## src/rtl/cfgb_pkg.sv

```systemverilog
package cfgb_pkg;
    localparam int DRP_AW = 7;
    localparam int DRP_DW = 16;
    localparam int BUS_DW = 32;

    localparam logic [7:0] OFS_ENABLE = 8'h40;
    localparam logic [7:0] OFS_CLKSEL = 8'h44;
    localparam logic [7:0] OFS_CTRL   = 8'h70;
    localparam logic [7:0] OFS_STATUS = 8'h74;

    localparam int CW_SEL      = 29;
    localparam int CW_READ     = 28;
    localparam int CW_ADDR_LSB = 16;
    localparam int ST_BUSY     = 16;

    typedef enum logic [2:0] {
        RSEL_NONE, RSEL_ENABLE, RSEL_CLKSEL, RSEL_CTRL, RSEL_STATUS
    } reg_sel_t;

    typedef enum logic [1:0] {ENG_IDLE, ENG_ISSUE, ENG_WAIT} eng_state_t;

    typedef struct packed {
        logic              rd;
        logic [DRP_AW-1:0] addr;
        logic [DRP_DW-1:0] data;
    } drp_req_t;

    function automatic drp_req_t unpack_ctrl(input logic [BUS_DW-1:0] w);
        drp_req_t r;
        r.rd   = w[CW_READ];
        r.addr = w[CW_ADDR_LSB +: DRP_AW];
        r.data = w[DRP_DW-1:0];
        return r;
    endfunction

    function automatic logic [BUS_DW-1:0] pack_ctrl(input drp_req_t r);
        logic [BUS_DW-1:0] w;
        w = '0;
        w[CW_SEL]                   = 1'b1;
        w[CW_READ]                  = r.rd;
        w[CW_ADDR_LSB +: DRP_AW]    = r.addr;
        w[DRP_DW-1:0]               = r.data;
        return w;
    endfunction
endpackage

```

## src/rtl/cfgb_decode.sv

```systemverilog
module cfgb_decode
    import cfgb_pkg::*;
#(
    parameter int BUS_AW = 8
) (
    input  logic [BUS_AW-1:0] addr,
    output reg_sel_t          sel
);
    always_comb begin
        if (addr == BUS_AW'(OFS_ENABLE))      sel = RSEL_ENABLE;
        else if (addr == BUS_AW'(OFS_CLKSEL)) sel = RSEL_CLKSEL;
        else if (addr == BUS_AW'(OFS_CTRL))   sel = RSEL_CTRL;
        else if (addr == BUS_AW'(OFS_STATUS)) sel = RSEL_STATUS;
        else                                  sel = RSEL_NONE;
    end
endmodule

```

## src/rtl/cfgb_ctrl_regs.sv

```systemverilog
module cfgb_ctrl_regs (
    input  logic       clk,
    input  logic       rst,
    input  logic       wr_enable,
    input  logic       wr_clksel,
    input  logic [1:0] wdata_lo,
    output logic       core_en_q,
    output logic       synth_en_q,
    output logic       clksel_q
);
    always_ff @(posedge clk) begin
        if (rst) begin
            core_en_q  <= 1'b0;
            synth_en_q <= 1'b0;
            clksel_q   <= 1'b0;
        end else begin
            if (wr_enable) begin
                core_en_q  <= wdata_lo[0];
                synth_en_q <= wdata_lo[1];
            end
            if (wr_clksel) clksel_q <= wdata_lo[0];
        end
    end
endmodule

```

## src/rtl/cfgb_drp_engine.sv

```systemverilog
module cfgb_drp_engine
    import cfgb_pkg::*;
(
    input  logic              clk,
    input  logic              rst,
    input  logic              ctrl_wr,
    input  logic [BUS_DW-1:0] wdata,
    input  logic [DRP_DW-1:0] drp_do,
    input  logic              drp_rdy,
    output logic              drp_en,
    output logic              drp_we,
    output logic [DRP_AW-1:0] drp_addr,
    output logic [DRP_DW-1:0] drp_di,
    output logic              busy,
    output logic [DRP_DW-1:0] rd_data,
    output logic [BUS_DW-1:0] ctrl_rb
);
    eng_state_t        state_q;
    drp_req_t          req_q;
    logic [DRP_DW-1:0] rd_data_q;
    logic [BUS_DW-1:0] ctrl_rb_q;
    logic              launch;
    logic              done;

    assign launch = (state_q == ENG_IDLE) && ctrl_wr && wdata[CW_SEL];
    assign done   = (state_q != ENG_IDLE) && drp_rdy;

    always_ff @(posedge clk) begin
        if (rst) begin
            state_q   <= ENG_IDLE;
            req_q     <= '0;
            rd_data_q <= '0;
            ctrl_rb_q <= '0;
        end else begin
            if (launch) begin
                req_q     <= unpack_ctrl(wdata);
                ctrl_rb_q <= pack_ctrl(unpack_ctrl(wdata));
                state_q   <= ENG_ISSUE;
            end else if (done) begin
                if (req_q.rd) rd_data_q <= drp_do;
                state_q <= ENG_IDLE;
            end else if (state_q == ENG_ISSUE) begin
                state_q <= ENG_WAIT;
            end
        end
    end

    assign drp_en   = (state_q == ENG_ISSUE);
    assign drp_we   = (state_q == ENG_ISSUE) && !req_q.rd;
    assign drp_addr = req_q.addr;
    assign drp_di   = req_q.data;
    assign busy     = (state_q != ENG_IDLE);
    assign rd_data  = rd_data_q;
    assign ctrl_rb  = ctrl_rb_q;
endmodule

```

## src/rtl/cfg_port_bridge.sv

```systemverilog
module cfg_port_bridge
    import cfgb_pkg::*;
#(
    parameter int BUS_AW = 8
) (
    input  logic              clk,
    input  logic              rst,
    input  logic              bus_wr_en,
    input  logic              bus_rd_en,
    input  logic [BUS_AW-1:0] bus_addr,
    input  logic [BUS_DW-1:0] bus_wdata,
    output logic [BUS_DW-1:0] bus_rdata,
    output logic              core_enable,
    output logic              synth_enable,
    output logic              clk_sel,
    output logic              drp_en,
    output logic              drp_we,
    output logic [DRP_AW-1:0] drp_addr,
    output logic [DRP_DW-1:0] drp_di,
    input  logic [DRP_DW-1:0] drp_do,
    input  logic              drp_rdy
);
    reg_sel_t          sel;
    logic              ctrl_wr;
    logic              eng_busy;
    logic [DRP_DW-1:0] eng_rd_data;
    logic [BUS_DW-1:0] eng_ctrl_rb;
    logic              unused_wbits;

    assign unused_wbits = ^{bus_wdata[31:30], bus_wdata[27:23]};

    cfgb_decode #(.BUS_AW(BUS_AW)) u_decode (
        .addr (bus_addr),
        .sel  (sel)
    );

    assign ctrl_wr = bus_wr_en && (sel == RSEL_CTRL);

    cfgb_ctrl_regs u_regs (
        .clk        (clk),
        .rst        (rst),
        .wr_enable  (bus_wr_en && (sel == RSEL_ENABLE)),
        .wr_clksel  (bus_wr_en && (sel == RSEL_CLKSEL)),
        .wdata_lo   (bus_wdata[1:0]),
        .core_en_q  (core_enable),
        .synth_en_q (synth_enable),
        .clksel_q   (clk_sel)
    );

    cfgb_drp_engine u_engine (
        .clk      (clk),
        .rst      (rst),
        .ctrl_wr  (ctrl_wr),
        .wdata    (bus_wdata),
        .drp_do   (drp_do),
        .drp_rdy  (drp_rdy),
        .drp_en   (drp_en),
        .drp_we   (drp_we),
        .drp_addr (drp_addr),
        .drp_di   (drp_di),
        .busy     (eng_busy),
        .rd_data  (eng_rd_data),
        .ctrl_rb  (eng_ctrl_rb)
    );

    always_comb begin
        bus_rdata = '0;
        if (bus_rd_en) begin
            unique case (sel)
                RSEL_ENABLE: bus_rdata[1:0] = {synth_enable, core_enable};
                RSEL_CLKSEL: bus_rdata[0]   = clk_sel;
                RSEL_CTRL:   bus_rdata      = eng_ctrl_rb;
                RSEL_STATUS: begin
                    bus_rdata[ST_BUSY]      = eng_busy;
                    bus_rdata[DRP_DW-1:0]   = eng_rd_data;
                end
                default:     bus_rdata      = '0;
            endcase
        end
    end
endmodule

```

## config.mk

```make
export PLATFORM = sky130hd
export DESIGN_NAME = cfg_port_bridge
export DESIGN_NICKNAME = d
export VERILOG_FILES = /design/src/rtl/cfgb_pkg.sv /design/src/rtl/cfgb_decode.sv /design/src/rtl/cfgb_ctrl_regs.sv /design/src/rtl/cfgb_drp_engine.sv /design/src/rtl/cfg_port_bridge.sv
export SDC_FILE = /design/constraint.sdc
export NUM_CORES = 1
export LEC_CHECK = 0
export BUFFER_PORTS_ARGS = -buffer_cell sky130_fd_sc_hd__buf_2
export CORE_UTILIZATION = 48
export DETAILED_ROUTE_END_ITERATION = 10
export PLACE_DENSITY = 0.86
export REMOVE_ABC_BUFFERS = 1
export SETUP_SLACK_MARGIN = 0.1
export SLEW_MARGIN = 20
export SYNTH_ARGS = -nofsm -noshare
export SYNTH_HDL_FRONTEND = slang
export SYNTH_HIERARCHICAL = 1
export SYNTH_SLANG_ARGS = --single-unit
```

## constraint.sdc

```tcl
create_clock -name clk -period 5 [get_ports clk]
set_input_delay 1.5 -clock clk [delete_from_list [all_inputs] [get_ports clk]]
set_output_delay 1.5 -clock clk [all_outputs]
set_load 0.01 [all_outputs]
```

Yosys cells after proc, flatten, opt, wreduce, memory -nomap -nowiden:

Cells that the tools add are included.

* word-level logic and storage cells: 45
* output and inout bits: 60
* bits in registers: 70

* bitwise operators: 1
* reduce and logical (&&, ||, !) cells: 13
* equal/unequal tests: 9
* multiplexer cells: 12

Operators by type and width (count)
* 8-bit by 7-bit equality test with 1-bit output, second input constant: 4
* 30-bit 2-to-1 mux: 1
* 15-bit one-hot mux with 2 select lines: 1
* 13-bit 2-to-1 mux: 1
* 3-bit 2-to-1 mux: 4
* 1-bit logical AND: 7
* 3-bit by 2-bit equality test with 1-bit output, second input constant: 2
* 1-bit one-hot mux with 4 select lines: 1
* 3-bit by 1-bit equality test with 1-bit output, second input constant: 1
* 3-bit equality test, second input constant: 1
* 1-bit 2-to-1 mux: 3
* 1-bit one-hot mux with 3 select lines: 1
* 3-bit AND reduction: 1
* 3-bit nonzero test: 1
* 3-bit OR reduction: 1
* 2-bit by 1-bit equality test with 1-bit output, second input constant: 1
* 2-bit logical NOT: 1
* 2-bit nonzero test: 1
* 1-bit logical NOT: 1
* 1-bit NOT: 1

Longest topological paths before layout:

* depth in word-level cells: 11
* depth in mapped cells: 8
* gate-level depth less buffers: 7

Modules after synthesis:

The synthesis kept the hierarchy.

By module, submodules not included
* cfgb_drp_engine: area each 2169.6 sq um, times used 1, seq. area each 860.8 sq um, cells each 219
* cfg_port_bridge: area each 430.4 sq um, times used 1, seq. area each 0.0 sq um, cells each 54
* cfgb_ctrl_regs: area each 101.3 sq um, times used 1, seq. area each 60.1 sq um, cells each 9
* cfgb_decode: area each 68.8 sq um, times used 1, seq. area each 0.0 sq um, cells each 8

Least setup slack after synthesis:

No wires, ideal clock.

* path type: input-to-output
* start: input port bus_addr[0]
* end: output port bus_rdata[8]
* slack: 0.287 ns
* buffers on the path: 1
* stages: 6
* arrival time: 3.213 ns
* required time: 3.500 ns
* path through: or4b_4 > nor3_1 > nor2b_4 > and3_4 > buf_6 > a22o_2

* word-level cells in the longest chain between the ends: 8
* elaborated cells on any way between the ends: 12

RTL lines
* from (decl): line cfg_port_bridge.sv:10 `input logic [BUS_AW-1:0] bus_addr,`
* 8-bit by 7-bit equality test with 1-bit output: line cfgb_decode.sv:13 `else if (addr == BUS_AW'(OFS_STATUS)) sel = RSEL_STATUS;`
* 3-bit 2-to-1 mux: line cfgb_decode.sv:13
* 3-bit 2-to-1 mux: line cfgb_decode.sv:12 `else if (addr == BUS_AW'(OFS_CTRL)) sel = RSEL_CTRL;`
* 3-bit 2-to-1 mux: line cfgb_decode.sv:11 `else if (addr == BUS_AW'(OFS_CLKSEL)) sel = RSEL_CLKSEL;`
* 3-bit 2-to-1 mux (*): line cfgb_decode.sv:10 `if (addr == BUS_AW'(OFS_ENABLE)) sel = RSEL_ENABLE;`
* via sel[2]: line cfg_port_bridge.sv:23 `reg_sel_t sel;`
* 3-bit equality test or 3-bit by 2-bit equality test with 1-bit output (tied branches): line cfg_port_bridge.sv:69 `unique case (sel)`
* 15-bit one-hot mux with 2 select lines (*): line cfg_port_bridge.sv:69
* 30-bit 2-to-1 mux (*): line cfg_port_bridge.sv:68 `if (bus_rd_en) begin`
* to (decl): line cfg_port_bridge.sv:12 `output logic [BUS_DW-1:0] bus_rdata,`

Mark *: on every way through the listed nets, which the timed path passes. The rest lies on a longest branch.

Worst setup path after layout:

* start: input port bus_addr[0]
* end: output port bus_rdata[15]

* elaborated cells on any way between the ends: 12

RTL lines (line)
* 8-bit by 7-bit equality test with 1-bit output: cfgb_decode.sv:12
* 3-bit 2-to-1 mux: cfgb_decode.sv:12
* 3-bit 2-to-1 mux: cfgb_decode.sv:11
* 3-bit 2-to-1 mux (*): cfgb_decode.sv:10
* via sel[0]: cfg_port_bridge.sv:23
* 3-bit equality test or 3-bit by 2-bit equality test with 1-bit output (tied branches): cfg_port_bridge.sv:69
* 15-bit one-hot mux with 2 select lines (*): cfg_port_bridge.sv:69
* 30-bit 2-to-1 mux (*): cfg_port_bridge.sv:68

Marks and branches as above.

==> impl_metrics.csv <==
group,metric,value,unit
status,status,"finished clean",
sta,timing_hold_violations_final,0,
route,routed_metal_1_wirelength,2580,um
route,drt-pass1-iter-count,4,
clock_network,cts_max_path_buffers,2,
route,met3_wirelength,333,um
grt,global_route_wire_length_before_repair,8832,um
yosys,synth_enable_flop_cells,0,
placement,port_buffers,106,
route,routed_wire_length_on_met2,2813,um
sta,fin_crit_sh,96.87,%
route,antenna_violating_nets_post_route,0,
cells_and_area,layout-drive-gt1-share,35.87,%
flow_run,maxCapViolations,0,
worst_setup_path,path_max_fanout,8,
power_and_ir_drop,p_leak,1.407,nW
power_and_ir_drop,max-vdd-ir-drop,0.1298,mV
route,wl_per_cell,13.10,um
sta,tightestPinTransition,0.8525,ns
yosys,synthesis.yosys.warnings,6,
yosys,post_synth_instance_area,2770,um^2
worst_setup_path,setup.worst_path.end_class,"output pin",
clock_network,cts-htree-levels,2,
grt,globalRouteTotalUtil,18.37,%
sta,time_the_final_worst_path_needs_with_i_o_delays_and_setup,4.844,ns
route,vias_per_cell,4.866,
clock_network,cts_tree,"yes",
sta,timing.final.max_slew_violations,0,
clock_network,clock_sinks,46,
die,dieHeight,77.97,um
yosys,prevailing_post_synth_register_cell,"dfxtp_1",
route,route.top_layer_used,"met4",
yosys,yosys.cell_types.count,38,
placement,hpwlAfterDp,3879,um
clock_network,cts.repair_timing.setup_buffer_count,0,
grt,pin_count_of_the_biggest_net_entering_global_routing,87,
grt,sum_of_overflow_across_all_layers_after_global_routing,0,
route,total_wirelength,5763,um
die,die_x,77.97,um
worst_setup_path,worstSetupStartpointType,"input pin",
route,detail_route.iter0.violations,67,
yosys,ys_async_rst_share,0,%
cells_and_area,layout.nets,428,
power_and_ir_drop,cellPowerDensity,201.7,nW/um^2
power_and_ir_drop,design_power_total,0.6464,mW
sta,grt_setup_unrepaired,"no",
grt,grt_pass1_vias,2035,
sta,maxSlewHeadroom,43.16,%
sta,timing.final.setup_violations,0,
yosys,number_of_flip_flops_and_latches_in_the_synthesized_netlist,46,
placement,place.gp.congestion,0.8158,
clock_network,clk_pin_slew,0.08,ns
sta,fin_worst_skew,0.003037,ns
placement,placement.cell_area,3088,um^2
placement,pre_cts_slack,0.07239,ns
cells_and_area,number_of_antenna_diodes,0,
worst_setup_path,worstPathRequired,3.50,ns
clock_network,cts.root.buffer_cell,"clkbuf_8",
worst_setup_path,worst-setup-path-type,"in -> out",
die,initial_standard_cell_utilization_of_the_core,50.00,%
sta,hold_ws,0.4524,ns
die,core_area,5540,um^2
route,vias,2141,
clock_network,latest_clock_arrival_within_the_worst_skew_pair,0.29,ns
sta,achievable-frequency,206.5,MHz
sta,postLayoutSetupSlackWorst,0.1564,ns
yosys,ys_seq_area_share,33.24,%
cells_and_area,synthToLayoutAreaGrowth,15.67,%
clock_network,cts_hold_repair.buffers,0,
die,fp.dieArea,6079,um^2
cells_and_area,postLayoutCellArea,3204,um^2
die,rows,27,
worst_setup_path,r2r_slack,3.44,ns
clock_network,numCtsBuffers,5,
grt,grt_antenna_before_repair,0,
route,drc_errors,0,
worst_hold_path,min-delay-path-class,"reg -> reg",
worst_setup_path,cp_data_arrival_time,3.34,ns
yosys,post_synth.cell_area_avg,9.552,um^2
yosys,netlist_instances,290,
die,design.portCount,121,
-- stage by stage --
step | setup TNS, ns | util, % | cells
after floorplan | -44.15 | - | 247
after global placement | 0 | 55.74 | 430
after detailed placement | 0 | 55.74 | 430
after CTS | 0 | 57.52 | 439
after global routing | 0 | 57.84 | 440
final | 0 | 57.84 | 440
-- cells in the mapped netlist (3+ instances only) --
library cell | count | area [um^2]
buf_6 | 5 | 56.30
nand2b_1 | 80 | 500.5
nor2b_1 | 3 | 18.77
nor2_1 | 6 | 22.52
a21oi_1 | 3 | 15.01
and2_1 | 15 | 93.84
clkbuf_1 | 9 | 33.78
a22o_1 | 14 | 122.6
nand2_1 | 3 | 11.26
buf_4 | 33 | 247.7
dfxtp_1 | 46 | 920.9
mux2i_1 | 43 | 430.4
-- worst max-delay path, cell delays in order --
cell     delay (ns)
buf_2          0.10
or4b_4         0.54
nor4_2         0.31
nor2b_4        0.29
and3_4         0.30
a22o_1         0.17
buf_2          0.13
-- cell type report --
class	count	area, um^2
fillers	522	2336
repair buffers	111	570.5
clock buffers	7	86.33
well taps	72	90.09
multi-input cells	202	1528
clock inverters	1	5.005
flip-flops and latches	46	920.9
inverters	1	3.754
-- worst paths after layout --
check / startpoint / endpoint / depth (start not counted)
max: bus_addr[0] / bus_rdata[15] / 7
min: u_engine/ctrl_rb[29] / u_engine/ctrl_rb[29] / 2
max reg2reg: u_engine/state_q[0] / u_engine/rd_data[5] / 2
min reg2reg: u_engine/ctrl_rb[29] / u_engine/ctrl_rb[29] / 2
-- registers in the layout, indices dropped and copies added, names as in the netlist --
register,cells
u_engine/drp_di,15
u_engine/rd_data,16
u_engine/drp_addr,6
u_regs/synth_en_q,1
u_regs/clksel_q,1
u_engine/state_q,2
u_regs/core_en_q,1
u_engine/ctrl_rb,4
-- cells by family (layout without fill, tap and decap cells) --
kind of cell	count (synthesis)	in the layout	share of synthesized area, %
and+or+nand+nor	125	127	29.72
DFF	46	46	33.24
AOI/OAI and AO/OA	22	22	6.459
other	1	7	0.1354
buffers and inverters	50	120	13.78
xor gates and xnor gates	1	1	0.3162
muxes	45	45	16.35
-- cells in the final DEF, fill, tap and decap left out, drive strengths merged, types with 2 or more instances in the layout --
cell | netlist | routed
mux2i | 43 | 43
dfxtp | 46 | 46
nand2b | 80 | 80
a21oi | 3 | 3
and4bb | 3 | 3
conb | 1 | 7
a22o | 15 | 15
nand2 | 3 | 3
mux2 | 2 | 2
buf | 40 | 111
nand3b | 2 | 2
nor2 | 6 | 6
nor2b | 4 | 4
and2 | 15 | 15
and3 | 2 | 4
clkbuf | 9 | 7
-- report_power, final --
group          total [mW]  switching [mW]  internal, mW
clock network       0.228           0.117         0.112
logic              0.0523          0.0216        0.0307
registers           0.366       0.0000435         0.366
total               0.646           0.138         0.508
-- metal layers --
layer,track usage [%],up-vias
met5,0,-
met3,4.471,4
li1,-,1084
met4,4.444,0
met2,34.69,75
met1,20.46,978
-- repair_timing --
item / in CTS / in global routing
endpoints found under the setup margin: 9 / 23
gates resized for setup: 0 / 2
pin swaps: 1 / 1
hold endpoints to repair: 0 / 0
gates cloned: 1 / 1
Power figures use the tool's default switching activity.
